===== src/rtl/sbf_pkg.sv =====
// Shared types for the burst address front end.
// Assumes: command codes are consumed by a read pipeline downstream.
package sbf_pkg;
    typedef enum logic [1:0] {
        CMD_IDLE  = 2'b00,
        CMD_READ  = 2'b01,
        CMD_WRITE = 2'b10,
        CMD_DESEL = 2'b11
    } sbf_cmd_e;
endpackage


===== src/rtl/sbf_burst_ctr.sv =====
// Burst offset generator. Latches the start offset and order on load,
// then counts steps. Offset = start + steps (linear) or start ^ steps
// (interleaved). Assumes load has priority over step.
module sbf_burst_ctr #(
    parameter int OFS_W = 2
) (
    input  logic             clk,
    input  logic             rst_n,
    input  logic             load_i,
    input  logic             step_i,
    input  logic [OFS_W-1:0] start_i,
    input  logic             order_i,
    output logic [OFS_W-1:0] offset_o
);
    logic [OFS_W-1:0] start_q;
    logic [OFS_W-1:0] cnt_q;
    logic             order_q;

    // Hold start value, order and step count of the current burst.
    always_ff @(posedge clk) begin
        if (!rst_n) begin
            start_q <= '0;
            cnt_q   <= '0;
            order_q <= 1'b0;
        end else if (load_i) begin
            start_q <= start_i;
            cnt_q   <= '0;
            order_q <= order_i;
        end else if (step_i) begin
            cnt_q   <= cnt_q + 1'b1;
        end
    end

    // Combine start and count according to the latched order.
    always_comb begin
        if (order_q) offset_o = start_q ^ cnt_q;
        else         offset_o = start_q + cnt_q;
    end
endmodule


===== src/rtl/sbf_wmask.sv =====
// Byte-lane write mask decode. Global write sets every lane; otherwise
// the byte-write enable gates the per-lane selects. All inputs active low,
// the mask active high. any_o flags a non-empty mask.
module sbf_wmask #(
    parameter int NBYTES = 2
) (
    input  logic              gw_n,
    input  logic              bwe_n,
    input  logic [NBYTES-1:0] bsel_n,
    output logic [NBYTES-1:0] mask_o,
    output logic              any_o
);
    genvar g;
    generate
        for (g = 0; g < NBYTES; g++) begin : g_lane
            // One lane: global write, or byte enable with its select.
            assign mask_o[g] = !gw_n || (!bwe_n && !bsel_n[g]);
        end
    endgenerate

    // Any lane written means the cycle is a write.
    assign any_o = |mask_o;
endmodule


===== src/rtl/sram_burst_front.sv =====
// Address and write-control front end of a burst SRAM. Samples strobes,
// enables, advance and write controls each edge and registers the array
// address, byte write mask and command. Assumes the two LSBs of the
// address are the burst field and that pstb_n outranks cstb_n.
module sram_burst_front #(
    parameter int ADDR_W = 19,
    parameter int NBYTES = 2
) (
    input  logic              clk,
    input  logic              rst_n,
    input  logic [ADDR_W-1:0] addr_i,
    input  logic              ce1_n,
    input  logic              ce2_n,
    input  logic              pstb_n,
    input  logic              cstb_n,
    input  logic              adv_n,
    input  logic              order_i,
    input  logic              gw_n,
    input  logic              bwe_n,
    input  logic [NBYTES-1:0] bsel_n,
    output logic [ADDR_W-1:0] arr_addr_o,
    output logic [NBYTES-1:0] wmask_o,
    output logic [1:0]        cmd_o
);
    import sbf_pkg::*;

    localparam int OFS_W = 2;
    localparam int HI_W  = ADDR_W - OFS_W;

    logic              strobe, enabled, load, step;
    logic              active_q, nxt_active;
    logic [HI_W-1:0]   base_q;
    logic [OFS_W-1:0]  offset;
    logic [NBYTES-1:0] lane_mask, nxt_mask, wmask_q;
    logic              lane_any;
    sbf_cmd_e          nxt_cmd, cmd_q;

    sbf_wmask #(.NBYTES(NBYTES)) u_wmask (
        .gw_n   (gw_n),
        .bwe_n  (bwe_n),
        .bsel_n (bsel_n),
        .mask_o (lane_mask),
        .any_o  (lane_any)
    );

    sbf_burst_ctr #(.OFS_W(OFS_W)) u_ctr (
        .clk      (clk),
        .rst_n    (rst_n),
        .load_i   (load),
        .step_i   (step),
        .start_i  (addr_i[OFS_W-1:0]),
        .order_i  (order_i),
        .offset_o (offset)
    );

    assign strobe  = !pstb_n || !cstb_n;
    assign enabled = !ce1_n && !ce2_n;

    // Decide the next command, mask and burst state from this cycle's inputs.
    always_comb begin
        nxt_cmd    = CMD_IDLE;
        nxt_mask   = '0;
        nxt_active = active_q;
        load       = 1'b0;
        step       = 1'b0;
        if (strobe) begin
            if (enabled) begin
                load       = 1'b1;
                nxt_active = 1'b1;
                if (pstb_n && lane_any) begin
                    nxt_cmd  = CMD_WRITE;
                    nxt_mask = lane_mask;
                end else begin
                    nxt_cmd  = CMD_READ;
                end
            end else begin
                nxt_cmd    = CMD_DESEL;
                nxt_active = 1'b0;
            end
        end else if (active_q) begin
            step = !adv_n;
            if (lane_any) begin
                nxt_cmd  = CMD_WRITE;
                nxt_mask = lane_mask;
            end else begin
                nxt_cmd  = CMD_READ;
            end
        end
    end

    // Register burst state, base address and the outgoing command.
    always_ff @(posedge clk) begin
        if (!rst_n) begin
            active_q <= 1'b0;
            base_q   <= '0;
            cmd_q    <= CMD_IDLE;
            wmask_q  <= '0;
        end else begin
            active_q <= nxt_active;
            cmd_q    <= nxt_cmd;
            wmask_q  <= nxt_mask;
            if (load) base_q <= addr_i[ADDR_W-1:OFS_W];
        end
    end

    assign arr_addr_o = {base_q, offset};
    assign wmask_o    = wmask_q;
    assign cmd_o      = cmd_q;
endmodule


===== config.mk =====
export PLATFORM = sky130hd
export DESIGN_NAME = sram_burst_front
export DESIGN_NICKNAME = d
export VERILOG_FILES = /design/src/rtl/sbf_pkg.sv /design/src/rtl/sbf_burst_ctr.sv /design/src/rtl/sbf_wmask.sv /design/src/rtl/sram_burst_front.sv
export SDC_FILE = /design/constraint.sdc
export NUM_CORES = 1
export LEC_CHECK = 0
export BUFFER_PORTS_ARGS = -buffer_cell sky130_fd_sc_hd__buf_2
export CORE_UTILIZATION = 45
export DETAILED_ROUTE_END_ITERATION = 16
export GPL_TIMING_DRIVEN = 0
export PLACE_DENSITY = 0.89
export RECOVER_POWER = 100
export SLEW_MARGIN = 40
export SYNTH_ARGS = -nofsm -noshare
export SYNTH_HDL_FRONTEND = slang
export SYNTH_SLANG_ARGS = --single-unit

===== constraint.sdc =====
create_clock -name clk -period 1.1 [get_ports clk]
set_input_delay 0.165 -clock clk [delete_from_list [all_inputs] [get_ports clk]]
set_output_delay 0.165 -clock clk [all_outputs]
set_load 0.03 [all_outputs]

; Word level (Yosys, flattened, before mapping)
; Cells that the tools add are included.
[totals]
register_bits = 27
inputBits = 31
elab_cells = 44
[classes]
add_sub_neg = 2
muxes = 15
bitwise_logic = 2
n_reduce_logical = 18
[op_table]
columns = op, n
row1 = $mux W2, 11
row2 = $logic_not A1 Y1, 9
row3 = $logic_and A1 B1 Y1, 4
row4 = $mux W1, 4
row5 = $reduce_or A2 Y1, 2
row6 = $logic_or A1 B1 Y1, 3
row7 = $add A2 B1 Y2 const B, 1
row8 = $add A2 B2 Y2, 1
row9 = $xor A2 B2 Y2, 1
row10 = $not A1 Y1, 1

; Depth between registers and ports, before layout
; Gate-level depths: netlist of run 1.
[logic_depth]
ltp_word = 8
mapped_depth = 5

; Hierarchy
; A second synthesis of run 1 with hierarchy kept.
[unflattened]
cells_unflattened = 124
hier_area_um2 = 1182.4
[by_module_without_submodules]
columns = mod, n_inst, cells_each, area_each_um2, seq_area_each_um2
row1 = sram_burst_front, 1, 99, 934.6, 440.4
row2 = sbf_burst_ctr, 1, 21, 226.5, 100.1
row3 = sbf_wmask, 1, 4, 21.3, 0.0

; Worst setup path after synthesis of run 1
; Ideal clock, no wire load.
[synth_path]
kind = register to output
start = register u_ctr.cnt_q[0]
end = output port arr_addr_o[1]
arrival_ns = 1.120
t_required_ns = 0.935
setup_slack_ns = -0.185
path_stages_with_launch = 4
path_buffers = 0
path_cell_list = dfxtp_1 ha_1 nor2b_1 xnor2_1
[synth_between]
elab_chain_cells = 2
[synth_rtl]
columns = item, line
row1 = from (decl), sbf_burst_ctr.sv:16  ; logic [OFS_W-1:0] cnt_q;
row2 = from (signal assigned), sbf_burst_ctr.sv:30  ; cnt_q <= cnt_q + 1'b1;
row3 = $add A2 B2 Y2, sbf_burst_ctr.sv:37  ; else offset_o = start_q + cnt_q;
row4 = $mux W2, sbf_burst_ctr.sv:36  ; if (order_q) offset_o = start_q ^ cnt_q;
row5 = to (decl), sram_burst_front.sv:21  ; output logic [ADDR_W-1:0] arr_addr_o,
; Every way passes these cells.

; Final worst setup path of run 1
; Same ends and word-level chain as after synthesis.

==> results of run 1 <==
==> how the worst min path moves through the flow <==
stage | from | end | cells after the start | slack [ns]
detailed placement | addr_i[10] | base_q[8]$_SDFFE_PN0P_ | 3 | 0.41
finish | addr_i[10] | base_q[8]$_SDFFE_PN0P_ | 3 | 0.08
CTS | addr_i[0] | u_ctr.start_q[0]$_SDFFE_PN0P_ | 3 | 0.07
floorplan | rst_n | cmd_o[1]$_SDFF_PN0_ | 1 | 0.30
global route | addr_i[5] | base_q[3]$_SDFFE_PN0P_ | 3 | 0.06
global placement | addr_i[3] | base_q[1]$_SDFFE_PN0P_ | 3 | 0.41
==> layer usage <==
layer,vias up,share of wire [%],track usage (%)
met5,-,0,0
met4,0,0.94,6.58
met3,4,4.1,3.16
met2,26,55,34.4
met1,497,40,22.9
li1,537,-,-
==> synthesized netlist by cell type <==
cell type	n	area (um2)
a211o_4	1	17.5
a211oi_4	1	20.0
a21boi_1	20	150
a21boi_2	1	11.3
a21o_1	1	7.51
a21oi_1	5	25.0
a22o_1	1	8.76
and2_1	2	12.5
buf_6	6	67.6
clkbuf_1	2	7.51
dfxtp_1	27	541
ha_1	1	12.5
inv_1	2	7.51
nand2_1	45	169
nand3_1	1	5.00
nand3b_1	1	7.51
nand4b_4	1	23.8
nor2_1	2	7.51
nor2b_1	1	6.26
o21a_1	1	7.51
o21ai_0	3	15.0
or3_1	2	12.5
xnor2_1	3	26.3
==> layout make-up <==
cell class	instances	area (um2)	area share, %
plain buffers	8	47.5	3.12
clock buffers	4	26.3	1.73
flip-flops and latches	27	543	35.7
repair buffers	51	268	17.6
inverters	2	7.51	0.493
well taps	30	37.5	2.47
multi-input cells	93	592	38.9
==> state kept, by name, summed over array words and instances (netlist names) <==
register	count
wmask_o	2
u_ctr.start_q	2
u_ctr.cnt_q	2
cmd_o	2
u_ctr.order_q	1
base_q	17
active_q	1
==> tightest hold or removal path, cell delays in order <==
cell	delay, ns
buf_2	0.09
nand2_1	0.05
a21boi_1	0.05
==> placed cells by master (no fill, tap or decap) <==
master,Yosys,routed
nand2_1,45,45
buf_2,0,29
dfxtp_1,27,25
clkbuf_2,0,22
a21boi_1,20,19
clkbuf_1,2,5
buf_6,6,4
a21oi_1,5,4
o21ai_0,3,3
clkbuf_4,0,3
and2_0,0,2
nor2_1,2,2
inv_1,2,2
dfxtp_2,0,2
xnor2_2,0,1
nor2b_4,0,1
xnor2_4,0,1
a211oi_4,1,1
a211o_1,0,1
a21boi_0,0,1
or3_1,2,1
a21o_1,1,1
o21a_1,1,1
nand3b_1,1,1
nand4b_4,1,1
xnor2_1,3,1
nand3_1,1,1
a21boi_2,1,1
a22o_1,1,1
or3_4,0,1
a21oi_2,0,1
ha_4,0,1
==> power by group through the flow <==
stage / combinational (W) / clock [W] / sequential (W)
2_1_floorplan: 0.000150 / 0 / 0.00113
3_3_place_gp: 0.000326 / 0 / 0.00106
3_5_place_dp: 0.000338 / 0 / 0.00106
4_1_cts: 0.000346 / 0.000418 / 0.00104
5_1_grt: 0.000358 / 0.000459 / 0.00105
6_report: 0.000326 / 0.000403 / 0.00104
==> kinds of logic after synthesis <==
| logic type | Yosys count |
|---|---|
| and+or+nand+nor | 55 |
| AOI/OAI and AO/OA | 34 |
| DFF | 27 |
| buffers and inverters | 10 |
| xor gates and xnor gates | 3 |
| adders and majority gates | 1 |
==> repair_timing <==
| item | CTS | global route |
|---|---|---|
| pin swaps | 2 | 0 |
| hold endpoints to repair | 0 | 0 |
| endpoints found under the setup margin | 3 | 3 |
| resized for setup | 11 | 3 |
==> stage by stage <==
step | util [%] | area, um2 | hold slack [ns] | instances | worst slack, ns
floorplan | - | 1190 | 0.298 | 130 | 0.0249
global placement | 60.4 | 1480 | 0.405 | 211 | -0.0961
detailed placement | 60.4 | 1480 | 0.414 | 211 | -0.137
CTS | 63.1 | 1550 | 0.0684 | 215 | -0.336
global route | 62.0 | 1520 | 0.0598 | 215 | -0.390
finish | 62.0 | 1520 | 0.0771 | 215 | -0.331
==> results.json, run 1 <==
{
  "drtIter0Drc": 9,
  "rsz0062_at_grt": "true",
  "antenna_cells": 0,
  "slew_violations": 0,
  "report.final.setup_viol": 3,
  "first_pass_iters": 4,
  "critPathCaptureType": "primary output",
  "syn_nets": 162,
  "synth.distinct_cells": 23,
  "power_frac_comb_pct": 18.4,
  "cts-root-buf": "clkbuf_4",
  "dp_hpwl_mm": 1.98,
  "p_leak_nw": 0.675,
  "die_y_um": 53.0,
  "critPathTopFamily": "flip-flops",
  "drc_errors": 0,
  "finalCritPeriodShare_pct": 130,
  "hold_path.class": "in -> reg",
  "clk_latency_ns": 0.30,
  "p_int_w": 0.00129,
  "postCtsHoldBufs": 0,
  "cts_setup_buffers": 0,
  "synthSimpleGateAreaFrac_pct": 20.9,
  "antenna_found_initial": 0,
  "violations": "setup timing",
  "wl_per_cell_um": 11.3,
  "num_vias": 1064,
  "slowest_delay_ns": 0.39,
  "seqPwrFrac_pct": 58.8,
  "cp.arrival_ns": 1.27,
  "synth_xor_area_share_pct": 2.25,
  "syn_avg_cell_area_um2": 8.99,
  "vdd_drop_max_uv": 779,
  "required_ns": 0.94,
  "period_minus_slack_ns": 1.43,
  "coreArea_um2": 2450,
  "cp_cell_sequence": "ha_4 -> nor2b_4 -> xnor2_4 -> buf_6",
  "synth_compound_area_share_pct": 22.5,
  "fin_worst_skew_ns": 0.00150,
  "grt_pass1_vias": 961,
  "startpoint": "u_ctr.cnt_q[0]$_SDFFE_PP0P_",
  "layout.nets": 218,
  "routed_wl_mm": 2.44,
  "cts-buffers-inserted": 3,
  "fill_cells": 225,
  "area_growth_pct": 30.2,
  "reg2reg_depth": 3,
  "ff2ff_setup_slack_ns": -0.04,
  "cts.sinks": 27,
  "tightestPinTransition_ns": 0.413,
  "synth_seq_cells": 27,
  "total_power_w": 0.00177,
  "max_freq_ghz": 0.699,
  "cp_max_fo": 2,
  "drive_gt1_share_pct": 37.3,
  "synthAdderAreaFrac_pct": 1.07,
  "antenna_left": 0,
  "crit_type": "reg -> out",
  "die_w_um": 53.0,
  "htreeDepth": 1,
  "yosysSeqAreaShare_pct": 46.3,
  "cp.buffers_inverters": 1,
  "synth_mux_area_share_pct": 0,
  "cts_tree": "done",
  "power_switching_w": 0.000478,
  "syn-cell-area_um2": 1170,
  "design.die.area_um2": 2800,
  "final_hold_viol_count": 0,
  "fin_tns_setup_ns": -0.488,
  "worstReg2RegStart": "active_q$_SDFFE_PN0P_",
  "cp.depth": 4,
  "portBuffers": 51,
  "r2r-end": "u_ctr.cnt_q[1]$_SDFFE_PP0P_",
  "row_count": 18,
  "max_cap_violations": 0,
  "yosys_warnings": 0,
  "overflow": 0,
  "setup_ws_ns": -0.331,
  "cp-endpoint": "arr_addr_o[1]",
  "track_usage_pct": 19.2,
  "synth_top_family_by_area": "compound AO/OA/AOI/OAI gates",
  "grt_max_degree": 15,
  "crit_path_start_kind": "register",
  "grt_pass1_wl_mm": 3.93,
  "crit_slowest_cell": "dfxtp_2",
  "clkTransAtPathRegs_ns": 0.13,
  "max-clock-path-buffers": 2,
  "power_switching_share_pct": 27.0,
  "status": "complete, but fails checks",
  "power_density_nw_per_um2": 1160,
  "start_util_pct": 47.6,
  "clockPowerShare_pct": 22.8,
  "synth_cells": 130,
  "routabilityCongestion": 0.731,
  "max-slew-margin-rel_pct": 72.5,
  "ios": 54,
  "via_per_inst": 4.95
}
Power figures use the tool's default switching activity.
==> run 2: changes to the inputs <==
ABC_AREA = 1   (was unset)
CORE_UTILIZATION = 44   (was 45)
PLACE_DENSITY = 0.9   (was 0.89)
SKIP_LAST_GASP = 1   (was unset)
==> results.json, run 2 <==
{
  "top_register": "base_q",
  "slew_violations": 0,
  "max-slew-margin-rel_pct": 71.5,
  "area_growth_pct": 32.2,
  "tightestPinTransition_ns": 0.427,
  "maxUsedRoutingLayer": "met4",
  "ios": 54,
  "synth.top_cell.area_share_pct": 50.8,
  "finalCritPeriodShare_pct": 135,
  "hp-start": "addr_i[11]",
  "wl_met2_mm": 1.15,
  "first_pass_iters": 4,
  "period_minus_slack_ns": 1.48,
  "cts-buffers-inserted": 3,
  "dp_slack_ns": -0.0625,
  "design.die.area_um2": 2620,
  "crit_type": "reg -> out",
  "antenna_cells": 0,
  "antenna_found_initial": 0,
  "via_per_inst": 4.65,
  "synth_top_area_cell": "dfxtp_1",
  "cts-root-buf": "clkbuf_4",
  "status": "complete, but fails checks",
  "max_cap_violations": 0,
  "violations": "setup timing",
  "vdd_drop_max_uv": 872,
  "grt_pass1_vias": 924,
  "worstReg2RegStart": "active_q$_SDFFE_PN0P_",
  "layout.nets": 228,
  "async_flop_share_pct": 0,
  "fin_tns_setup_ns": -0.500,
  "routabilityCongestion": 0.697,
  "synth.distinct_cells": 20,
  "num_vias": 1037,
  "cts_setup_buffers": 0,
  "yosys_warnings": 0,
  "synth_area_leaders": "dfxtp_1 51%, nor2_1 15%, o21ai_0 9.9%",
  "fin_worst_skew_ns": 0.0115,
  "largest_reg_flops": 17,
  "critPathCaptureType": "primary output",
  "coreArea_um2": 2250,
  "drc_errors": 0,
  "wl_met3_um": 136,
  "wl_per_cell_um": 10.0,
  "start_util_pct": 47.2,
  "hold_depth": 3,
  "final_common_cell": "nor2_1",
  "drive_gt1_share_pct": 34.9,
  "wl_met1_um": 926,
  "yosysSeqAreaShare_pct": 50.8,
  "synth_seq_cells": 27,
  "synth-main-ff-cell": "dfxtp_1",
  "track_usage_pct": 18.7,
  "synth_edf_count": 0,
  "htreeDepth": 1,
  "drtIter0Drc": 12,
  "r2r-end": "u_ctr.cnt_q[1]$_SDFFE_PP0P_",
  "required_ns": 0.94,
  "overflow": 0,
  "max-clock-path-buffers": 2,
  "crit_slowest_cell": "dfxtp_2",
  "max_freq_ghz": 0.675,
  "syn_avg_cell_area_um2": 7.72,
  "min_to": "base_q[9]$_SDFFE_PN0P_",
  "row_count": 17,
  "clk_latency_ns": 0.32,
  "reg2reg_depth": 5,
  "setup_ws_ns": -0.381,
  "cts.sinks": 27,
  "cts_tree": "done",
  "report.final.setup_viol": 2,
  "final_hold_viol_count": 0,
  "power_density_nw_per_um2": 1320,
  "p_leak_nw": 0.720,
  "cp.arrival_ns": 1.32,
  "routed_wl_mm": 2.24,
  "die_w_um": 51.2,
  "yosysMostFrequentCell": "nor2_1",
  "hold_slack_ns": 0.0767,
  "cp_max_fo": 3,
  "clkTransAtPathRegs_ns": 0.15,
  "synthTopCellsByCount": "43 x nor2_1, 27 x dfxtp_1, 21 x o21ai_0, 12 x inv_1, 10 x nand2_1",
  "cp_cell_sequence": "ha_4 -> inv_2 -> nor2_2 -> xor2_1 -> inv_1 -> buf_6",
  "portBuffers": 53,
  "grt_max_degree": 17,
  "grt_pass1_wl_mm": 3.64,
  "syn-cell-area_um2": 1060,
  "antenna_left": 0,
  "ff2ff_setup_slack_ns": 0.18,
  "die_y_um": 51.2,
  "final_cell_mix": "42 x nor2_1, 41 x buf_2, 22 x dfxtp_1",
  "rsz0062_at_grt": "true",
  "dp_hpwl_mm": 1.69,
  "slowest_delay_ns": 0.38,
  "hold_path.class": "in -> reg",
  "crit_path_start_kind": "register",
  "syn_nets": 170,
  "synth_cells": 138
}
-- run 2: area by class of cell --
class	instances	area, um2
Fill cell	243	847
Sequential cell	27	547
Multi-Input combinational cell	92	437
Timing Repair Buffer	53	277
Inverter	13	48.8
Tap cell	28	35.0
Buffer	6	33.8
Clock buffer	3	22.5
Clock inverter	1	7.51
-- run 2: cell families (layout without fill, tap and decap cells) --
logic type | Yosys count | in the layout | synth area share [%]
compound gates | 26 | 26 | 12.6
simple gates | 63 | 63 | 25.0
xor+xnor | 2 | 2 | 1.65
fa+ha+maj | 1 | 1 | 1.17
flops | 27 | 27 | 50.8
buf+inv | 19 | 76 | 8.81
-- run 2: worst max-delay path: cells and delay by family (launching register included) --
family,cells,cell delay [ns]
XOR/XNOR,1,0.17
buffers and inverters,3,0.24
AND/OR/NAND/NOR,1,0.08
flip-flops,1,0.38
adder cells (fa/ha/maj),1,0.14
-- run 2: worst max-delay path by stage --
stage	from	endpoint	slack [ns]	cells after the start
floorplan	u_ctr.cnt_q[0]$_SDFFE_PP0P_	arr_addr_o[1]	0.03	5
global placement	u_ctr.cnt_q[0]$_SDFFE_PP0P_	arr_addr_o[1]	-0.05	6
detailed placement	u_ctr.cnt_q[0]$_SDFFE_PP0P_	arr_addr_o[1]	-0.06	6
CTS	u_ctr.start_q[0]$_SDFFE_PN0P_	arr_addr_o[1]	-0.39	6
global route	u_ctr.cnt_q[0]$_SDFFE_PP0P_	arr_addr_o[1]	-0.44	6
finish	u_ctr.cnt_q[0]$_SDFFE_PP0P_	arr_addr_o[1]	-0.38	6
-- run 2: through the flow --
step	cells	cell area (um2)	power [W]	utilization, %
after floorplan	138	1060	0.00132	-
after global placement	219	1370	0.00145	60.5
after detailed placement	219	1370	0.00146	60.5
after CTS	223	1430	0.00189	63.2
after global routing	223	1410	0.00196	62.4
final	223	1410	0.00186	62.4
-- run 2: repair_timing --
item                                    4_1_cts  5_1_grt
hold endpoints to repair                      0        0
endpoints found under the setup margin        2        6
hold buffers                                  0        0
gates resized for setup                      10        7
pin swaps                                     2        2
-- run 2: routing by layer --
metal	vias up	global-route usage (%)
met5	-	0
met4	0	6.02
met3	5	5.95
met2	33	34.6
met1	455	19.6
li1	544	-
-- run 2: power by group --
part / internal (W) / total [W] / switching (W)
Clock: 0.000139 / 0.000425 / 0.000286
Combinational: 0.000139 / 0.000377 / 0.000238
Sequential: 0.00104 / 0.00106 / 0.0000249
==> run 3: changes to the inputs <==
--- a/config.mk
+++ b/config.mk
@@ -9,6 +9,7 @@
 export BUFFER_PORTS_ARGS = -buffer_cell sky130_fd_sc_hd__buf_2
-export CORE_UTILIZATION = 44
+export CORE_UTILIZATION = 45
+export CTS_BUF_LIST = sky130_fd_sc_hd__clkbuf_4 sky130_fd_sc_hd__clkbuf_8
 export DETAILED_ROUTE_END_ITERATION = 16
 export GPL_TIMING_DRIVEN = 0
-export PLACE_DENSITY = 0.9
+export PLACE_DENSITY = 0.91
 export RECOVER_POWER = 100
==> constraint.sdc (replaced) <==
create_clock -name clk -period 1.1 [get_ports clk]
set_input_delay 0.11 -clock clk [delete_from_list [all_inputs] [get_ports clk]]
set_output_delay 0.11 -clock clk [all_outputs]
set_load 0.03 [all_outputs]
==> results.json, run 3 (same netlist as run 2, synthesis figures left out) <==
{
  "status": "complete, but fails checks",
  "violations": "setup timing",
  "first_pass_iters": 4,
  "startpoint": "u_ctr.start_q[0]$_SDFFE_PN0P_",
  "coreArea_um2": 2210,
  "die_w_um": 50.6,
  "row_count": 17,
  "antenna_left": 0,
  "hp-start": "addr_i[1]",
  "p_leak_nw": 0.722,
  "cts.sinks": 27,
  "critPathCaptureType": "primary output",
  "wl_per_cell_um": 9.59,
  "die_y_um": 50.6,
  "max_cap_violations": 0,
  "max-slew-margin-rel_pct": 70.5,
  "finish.utilization_pct": 63.6,
  "cp_cell_sequence": "ha_4 -> inv_2 -> nor2_2 -> xor2_1 -> inv_1 -> buf_6",
  "drtIter0Drc": 8,
  "setup_ws_ns": -0.291,
  "total_power_w": 0.00187,
  "reg2reg_depth": 5,
  "routed_wl_mm": 2.15,
  "slew_violations": 0,
  "track_usage_pct": 18.1,
  "cp_max_fo": 2,
  "routabilityCongestion": 0.769,
  "period_minus_slack_ns": 1.39,
  "final_cell_mix": "43 x nor2_1, 30 x buf_2, 25 x dfxtp_1",
  "via_per_inst": 4.58,
  "hold_depth": 3,
  "top_register": "base_q",
  "r2r-end": "u_ctr.cnt_q[1]$_SDFFE_PP0P_",
  "num_vias": 1027,
  "antenna_found_initial": 0,
  "grt_pass1_vias": 964,
  "area_growth_pct": 32.1,
  "vdd_drop_max_uv": 798,
  "required_ns": 0.99,
  "antenna_cells": 0,
  "rsz0062_at_grt": "true",
  "design.die.area_um2": 2560,
  "ff2ff_setup_slack_ns": 0.12,
  "fill_cells": 229,
  "crit_slowest_cell": "dfxtp_2",
  "finalCritPeriodShare_pct": 126,
  "dp_hpwl_mm": 1.63,
  "max-clock-path-buffers": 2,
  "cp.buffers_inverters": 3,
  "start_util_pct": 48.1,
  "drive_gt1_share_pct": 34.7,
  "critPathTopFamily": "flip-flops",
  "tightestPinTransition_ns": 0.443,
  "slowest_delay_ns": 0.38,
  "portBuffers": 53,
  "overflow": 0,
  "max_freq_ghz": 0.719,
  "grt_pass1_wl_mm": 3.61,
  "hold_slack_ns": 0.0367,
  "grt_max_degree": 15,
  "min_to": "u_ctr.start_q[1]$_SDFFE_PN0P_",
  "htreeDepth": 1,
  "clk_latency_ns": 0.31,
  "cts-root-buf": "clkbuf_4",
  "crit_path_start_kind": "register",
  "final_hold_viol_count": 0,
  "cts-buffers-inserted": 3,
  "worstReg2RegStart": "active_q$_SDFFE_PN0P_",
  "crit_type": "reg -> out",
  "power_density_nw_per_um2": 1330,
  "drc_errors": 0,
  "clkTransAtPathRegs_ns": 0.14,
  "fin_tns_setup_ns": -0.350,
  "layout.nets": 229,
  "largest_reg_flops": 17,
  "dp_slack_ns": -0.00947,
  "cts_tree": "done",
  "final_common_cell": "nor2_1",
  "ios": 54,
  "fin_worst_skew_ns": 0.000426,
  "report.final.setup_viol": 2,
  "hold_path.class": "in -> reg",
  "cp.arrival_ns": 1.28,
  "cp.depth": 6
}
run 3: final cells by class:
class                   instances  area (um2)  area share (%)
flip-flops and latches         27         543            38.6
multi-input cells              92         434            30.9
repair buffers                 54         285            20.3
inverters                      13        48.8            3.47
well taps                      28        35.0            2.49
clock buffers                   4        30.0            2.14
plain buffers                   6        30.0            2.14
run 3: tightest hold or removal path: cells and delay by family:
family / cells / cell delay, ns
buffers and inverters: 1 / 0.07
AO/OA/AOI/OAI: 1 / 0.07
AND/OR/NAND/NOR: 1 / 0.07
run 3: report_power, final:
part,internal (W),switching (W)
combinational,0.000137,0.000233
sequential,0.00103,0.0000270
clock,0.000166,0.000268
run 3: what timing repair did:
item,in CTS,in global routing
pin swaps,1,2
endpoints found under the hold margin,0,0
endpoints found under the setup margin,2,2
hold buffers,0,0
setup buffers,1,0
resized for setup,7,2
run 3: worst max path at each step:
| stage | endpoint | slack (ns) |
|---|---|---|
| global route | arr_addr_o[1] | -0.38 |
| finish | arr_addr_o[1] | -0.29 |
| floorplan | arr_addr_o[1] | 0.08 |
| detailed placement | arr_addr_o[1] | -0.009 |
| CTS | arr_addr_o[1] | -0.33 |
| global placement | arr_addr_o[1] | 0.01 |
run 3: stage by stage:
stage,cells,instance area [um2]
after global routing,224,1410
after CTS,224,1430
after floorplan,138,1060
final,224,1410
after detailed placement,219,1370
after global placement,219,1370
run 3: metal layers:
| metal | global-route usage, % | part of all wire (%) |
|---|---|---|
| met2 | 36.7 | 51 |
| met1 | 19.1 | 44 |
| met5 | 0 | 0 |
| met3 | 3.33 | 5.8 |
| met4 | 2.78 | 0 |
